## src/rtl/agen_pkg.sv

```systemverilog
package agen_pkg;
  typedef enum logic [2:0] {
    MD_ADD_ONLY = 3'd0,
    MD_PRE_INC  = 3'd1,
    MD_PRE_DEC  = 3'd2,
    MD_POST_INC = 3'd3,
    MD_POST_DEC = 3'd4,
    MD_SUB_ONLY = 3'd5
  } mod_mode_e;

  typedef enum logic [1:0] {
    OK_SHORT = 2'd0,
    OK_INDEX = 2'd1,
    OK_LONG  = 2'd2
  } off_kind_e;
endpackage

```

## src/rtl/agen_offset.sv

```systemverilog
module agen_offset #(
  parameter int AW     = 32,
  parameter int SHORTW = 5,
  parameter int IMMW   = 15
) (
  input  logic [1:0]      kind,
  input  logic [IMMW-1:0] imm,
  input  logic [AW-1:0]   index_val,
  input  logic [1:0]      size,
  output logic [AW-1:0]   scaled
);
  import agen_pkg::*;
  logic [AW-1:0] raw;
  logic [1:0]    shamt;

  always_comb begin
    case (kind)
      OK_SHORT: raw = AW'(imm[SHORTW-1:0]);
      OK_INDEX: raw = index_val;
      default:  raw = AW'(imm);
    endcase
    shamt  = (size == 2'd3) ? 2'd2 : size;
    scaled = raw << shamt;
  end
endmodule

```

## src/rtl/agen_update.sv

```systemverilog
module agen_update #(
  parameter int AW  = 32,
  parameter int CSW = 5
) (
  input  logic [AW-1:0]  base,
  input  logic [AW-1:0]  offset,
  input  logic           subtract,
  input  logic           circular,
  input  logic [CSW-1:0] blk,
  output logic [AW-1:0]  result
);
  localparam int SHW = CSW + 1;
  logic [AW-1:0]  sum;
  logic [AW-1:0]  keep_low;
  logic [SHW-1:0] span;

  always_comb begin
    sum      = subtract ? (base - offset) : (base + offset);
    span     = SHW'(blk) + SHW'(1);
    keep_low = ~({AW{1'b1}} << span);
    if (circular)
      result = (base & ~keep_low) | (sum & keep_low);
    else
      result = sum;
  end
endmodule

```

## src/rtl/ldst_agen.sv

```systemverilog
module ldst_agen #(
  parameter int AW        = 32,
  parameter int RIDXW     = 4,
  parameter int SHORTW    = 5,
  parameter int IMMW      = 15,
  parameter int CSW       = 5,
  parameter int CIRC_LO   = 4,
  parameter int CIRC_HI   = 7,
  parameter int LONG_BANK = 1,
  parameter int LONG_LO   = 14
) (
  input  logic             clk,
  input  logic             rst,
  input  logic             req_valid,
  input  logic             base_bank,
  input  logic [RIDXW-1:0] base_idx,
  input  logic [AW-1:0]    base_val,
  input  logic [AW-1:0]    index_val,
  input  logic [IMMW-1:0]  imm,
  input  logic [1:0]       off_kind,
  input  logic [1:0]       acc_size,
  input  logic [2:0]       mode,
  input  logic             circ_en,
  input  logic [CSW-1:0]   circ_size,
  output logic             out_valid,
  output logic [AW-1:0]    mem_addr,
  output logic [AW-1:0]    wb_data,
  output logic             wb_en,
  output logic             bad_form
);
  import agen_pkg::*;
  localparam int LONG_HI = LONG_LO + 1;

  logic [AW-1:0] scaled, updated;
  logic          is_sub, is_post, is_wb, circ_ok, long_ok, legal;

  agen_offset #(.AW(AW), .SHORTW(SHORTW), .IMMW(IMMW)) u_off (
    .kind(off_kind), .imm(imm), .index_val(index_val),
    .size(acc_size), .scaled(scaled)
  );

  always_comb begin
    is_sub  = (mode == MD_PRE_DEC) || (mode == MD_POST_DEC) || (mode == MD_SUB_ONLY);
    is_post = (mode == MD_POST_INC) || (mode == MD_POST_DEC);
    is_wb   = (mode >= MD_PRE_INC) && (mode <= MD_POST_DEC);
    circ_ok = circ_en && (int'(base_idx) >= CIRC_LO) && (int'(base_idx) <= CIRC_HI);
    long_ok = (int'(base_bank) == LONG_BANK) && (int'(base_idx) >= LONG_LO) &&
              (int'(base_idx) <= LONG_HI) && (mode == MD_ADD_ONLY);
    legal   = (mode <= MD_SUB_ONLY) && (off_kind != 2'd3) &&
              ((off_kind != OK_LONG) || long_ok);
  end

  agen_update #(.AW(AW), .CSW(CSW)) u_upd (
    .base(base_val), .offset(scaled), .subtract(is_sub),
    .circular(circ_ok), .blk(circ_size), .result(updated)
  );

  always_ff @(posedge clk) begin
    if (rst) begin
      out_valid <= 1'b0;
      mem_addr  <= '0;
      wb_data   <= '0;
      wb_en     <= 1'b0;
      bad_form  <= 1'b0;
    end else begin
      out_valid <= req_valid;
      if (req_valid) begin
        mem_addr <= is_post ? base_val : updated;
        wb_data  <= updated;
        wb_en    <= legal && is_wb;
        bad_form <= !legal;
      end else begin
        wb_en    <= 1'b0;
        bad_form <= 1'b0;
      end
    end
  end

  logic [AW-1:0] hold_mask;
  assign hold_mask = {AW{1'b1}} << ((CSW+1)'(circ_size) + (CSW+1)'(1));

  assert_latency_R2: assert property (@(posedge clk) disable iff (rst)
    req_valid |=> out_valid);
  assert_idle_R2: assert property (@(posedge clk) disable iff (rst)
    !req_valid |=> !out_valid && !wb_en);
  assert_pre_match_R5: assert property (@(posedge clk) disable iff (rst)
    req_valid && (mode == MD_PRE_INC || mode == MD_PRE_DEC) && off_kind != 2'd3 && off_kind != 2'd2
    |=> wb_en && mem_addr == wb_data);
  assert_post_base_R6: assert property (@(posedge clk) disable iff (rst)
    req_valid && (mode == MD_POST_INC || mode == MD_POST_DEC)
    |=> mem_addr == $past(base_val));
  assert_nomod_R7: assert property (@(posedge clk) disable iff (rst)
    req_valid && (mode == MD_ADD_ONLY || mode == MD_SUB_ONLY) |=> !wb_en);
  assert_bad_R8: assert property (@(posedge clk) disable iff (rst)
    req_valid && mode > MD_SUB_ONLY |=> bad_form && !wb_en);
  assert_circ_hold_R10: assert property (@(posedge clk) disable iff (rst)
    req_valid && circ_en && int'(base_idx) >= CIRC_LO && int'(base_idx) <= CIRC_HI
    |=> ((wb_data ^ $past(base_val)) & $past(hold_mask)) == '0);
endmodule

```

## config.mk

```make
export PLATFORM = sky130hd
export DESIGN_NAME = ldst_agen
export DESIGN_NICKNAME = d
export VERILOG_FILES = /design/src/rtl/agen_pkg.sv /design/src/rtl/agen_offset.sv /design/src/rtl/agen_update.sv /design/src/rtl/ldst_agen.sv
export SDC_FILE = /design/constraint.sdc
export NUM_CORES = 1
export LEC_CHECK = 0
export BUFFER_PORTS_ARGS = -buffer_cell sky130_fd_sc_hd__buf_2
export CAP_MARGIN = 20
export CELL_PAD_IN_SITES_DETAIL_PLACEMENT = 1
export CELL_PAD_IN_SITES_GLOBAL_PLACEMENT = 2
export CORE_ASPECT_RATIO = 1.75
export CORE_UTILIZATION = 33
export CTS_CLUSTER_SIZE = 10
export DETAILED_ROUTE_END_ITERATION = 8
export MAX_ROUTING_LAYER = met4
export PLACE_DENSITY_LB_ADDON = 0.2
export RECOVER_POWER = 100
export SKIP_CTS_REPAIR_TIMING = 1
export SLEW_MARGIN = 10
export SYNTH_ARGS = -nofsm -noshare
export SYNTH_HDL_FRONTEND = slang
export SYNTH_SLANG_ARGS = --single-unit
```

## constraint.sdc

```tcl
create_clock -name clk -period 8.9 [get_ports clk]
set_input_delay 0 -clock clk [delete_from_list [all_inputs] [get_ports clk]]
set_output_delay 0 -clock clk [all_outputs]
set_load 0.05 [all_outputs]
```

==> results.yml <==
finish:
  drive_gt1_share_pct: 13.1
  multi_input_area_um2: 5190
  fin_nets: 1221
  antenna_cells: 0
  final-instance-count-excl-fill: 1337
  fillers: 2639
  area_growth_pct: 17.2
  utilization_pct: 39.6
  seqCellArea_um2: 1340
synthesis:
  synth_area_leaders: "dfxtp_1, nor2_1, ha_1"
  yosysSeqAreaShare_pct: 19.5
  yosys.area.top_type_share_pct: 19.5
  synth.most_common_cell: "nor2_1"
  yosysWarnings: 0
  ys_types: 74
  synth_edf_count: 0
  syn_area_per_cell_um2: 7.24
  synth_seq_cells: 67
  synth_fp_nets: 1088
  yosys-top-cells-count: "nor2_1, nand2_1, a21oi_1"
  synth_top_area_cell: "dfxtp_1"
  yosys_most_used_dff: "dfxtp_1"
  syn_area_um2: 6890
  synthCells: 951
  ys_async_sr_fraction_pct: 0
power:
  power.leakage_nw: 3.34
  powerDensity_nw_per_um2: 182
  total_power_mw: 1.47
  ir_drop_mv: 0.0850
clock_tree:
  cts_inserted_buffers: 9
  max-clock-path-buffers: 2
  clock-sinks: 67
  cts_root_buf: "clkbuf_16"
  cts_tree: "done"
  cts_max_level: 3
  clock_latency_ns: 0.34
  clk_pin_slew_worst_paths_ns: 0.05
grt:
  grt_pass1_wl_um: 39200
  grt_antenna_before_repair: 0
  overflow: 0
  grt_pass1_vias: 7386
  grt_usage_pct: 23.5
  grt_max_degree: 96
setup_path:
  rr_worst_depth: 3
  path_max_fanout: 32
  crit_type: "input pin to flip-flop"
  regToRegStartpoint: "wb_data[15]"
  crit_chain: "clkbuf_1, nand2b_1, mux2_1, a221oi_1, nand4_1, or4_1, or2_2, nor2_1, nor2_1, xor2_1, ha_1, a21oi_1, o21ai_0, a21o_1, a21o_1, a21o_1, a21oi_1, o31ai_1, xor2_1, mux2i_1, a211oi_1"
  critical-path-slowest-cell: "nand2b_1"
  ff2ff_setup_slack_ns: 7.98
  critPathRequiredTime_ns: 9.00
  worstReg2RegEnd: "wb_data[15]"
  cp-startpoint: "off_kind[1]"
  cp-start-kind: "input pin"
  cpMostUsedCell: "a21o_1"
  cp-end-kind: "flip-flop"
  critPathMaxStageDelay_ns: 0.91
  arrival_ns: 6.53
detailed_routing:
  post_drt_wl_per_cell_um: 18.4
  ant_nets: 0
  firstDrtPassIters: 7
  vias: 7457
  drt_iter0_drc: 423
  routed_wl_um: 24700
  drcViolationCount: 26
  vias_per_cell: 5.58
die:
  initial_core_util_pct: 33.8
  ios: 167
  die_w_um: 111
  rows: 69
  coreArea_um2: 20400
  die_h_um: 193
  dieArea_um2: 21500
min_path:
  min_to: "mem_addr[2]"
  min_path_type: "input pin to flip-flop"
  holdPathStages: 3
  min_from: "base_val[2]"
sta:
  setup_viol: 0
  slew_headroom_pct: -76.6
  tns_ns: 0
  rsz0062_at_grt: "no"
  maxSlewViolCount: 60
  fin_crit_ns: 6.43
  finalHoldWorstSlack_ns: -0.0215
  skew_ns: 0
  finalCritPeriodShare_pct: 72.2
  fmax_mhz: 156
  hold_viol: 5
  worstMarginPinSlew_ns: 2.65
placement:
  dp.cells: 1317
  post-dp-hpwl_um: 19900
  port_buffers: 165
  gp_congestion: 0.821
run:
  cap_violations: 1
outcome:
  outcome: "finished, violations left"
  violations: "design-rule violations, negative hold slack, max-capacitance violations, max-slew violations"
worst max-delay path: cells and delay by family:
| family | cells | cell delay (ns) |
|---|---|---|
| simple gates | 6 | 2.42 |
| fa+ha+maj | 1 | 0.34 |
| xor+xnor | 2 | 0.37 |
| compound gates | 9 | 1.96 |
| mux | 2 | 0.64 |
| buf+inv | 1 | 0.79 |
worst max path at each step:
stage	endpoint	cells past startpoint
after floorplan	mem_addr[31]	24
after global placement	mem_addr[31]	19
after detailed placement	mem_addr[31]	19
after CTS	mem_addr[31]	19
after global routing	mem_addr[31]	19
final	wb_data[30]	21
metal layers:
| metal | wire length (µm) | GRT usage [%] | part of all wire, % |
|---|---|---|---|
| met1 | 11100 | 28.1 | 45 |
| met2 | 12300 | 42.4 | 50 |
| met3 | 810 | 1.91 | 3.3 |
| met4 | 478 | 6.39 | 1.9 |
| met5 | 0 | - | 0 |
state kept, by name, summed over array words and instances (netlist names):
signal,count
wb_data,32
mem_addr,32
out_valid,1
bad_form,1
wb_en,1
layout make-up:
type	instances	share of cell area, %
well taps	248	3.85
flip-flops and latches	67	16.6
clock inverters	4	0.310
clock buffers	12	3.18
multi-input cells	800	64.4
repair buffers	177	10.3
inverters	29	1.35
kinds of logic after synthesis:
kind of cell,Yosys count,synth area share (%)
adder cells (fa/ha/maj),37,6.83
AO/OA/AOI/OAI,337,32.7
AND/OR/NAND/NOR,318,20.6
buffers and inverters,84,4.94
multiplexers,57,8.94
XOR/XNOR,51,6.49
flip-flops,67,19.5
where the power goes:
group	switching (mW)	total (mW)	internal, mW
combinational	0.515	0.763	0.248
clock	0.137	0.340	0.203
sequential	0.0232	0.366	0.342
metrics by stage:
stage	setup WS (ns)	area (µm²)
final	2.47	8070
after global routing	1.78	8070
after CTS	2.75	8140
after detailed placement	2.41	7860
after global placement	2.56	7860
after floorplan	3.52	6890
placed cells by master, fill, tap and decap left out, types with 8 or more instances in the layout:
cell type / Yosys / routed
nor2_1: 122 / 122
nand2_1: 104 / 104
buf_2: 8 / 95
a21oi_1: 84 / 84
o21ai_0: 74 / 74
clkbuf_1: 37 / 72
dfxtp_1: 67 / 67
mux2i_1: 45 / 44
a211oi_1: 36 / 36
ha_1: 36 / 36
inv_1: 29 / 29
xnor2_1: 26 / 26
xor2_1: 25 / 25
a31oi_1: 20 / 20
nor3_1: 19 / 19
nand3_1: 15 / 15
o211ai_1: 11 / 11
a311oi_1: 11 / 11
o21a_1: 10 / 10
a21o_1: 10 / 10
nand2b_1: 8 / 9
nand3b_1: 9 / 9
clkbuf_16: 0 / 9
mux2_2: 8 / 8
o31ai_1: 8 / 8
buf_4: 0 / 8
(Power assumes the default switching activity.)
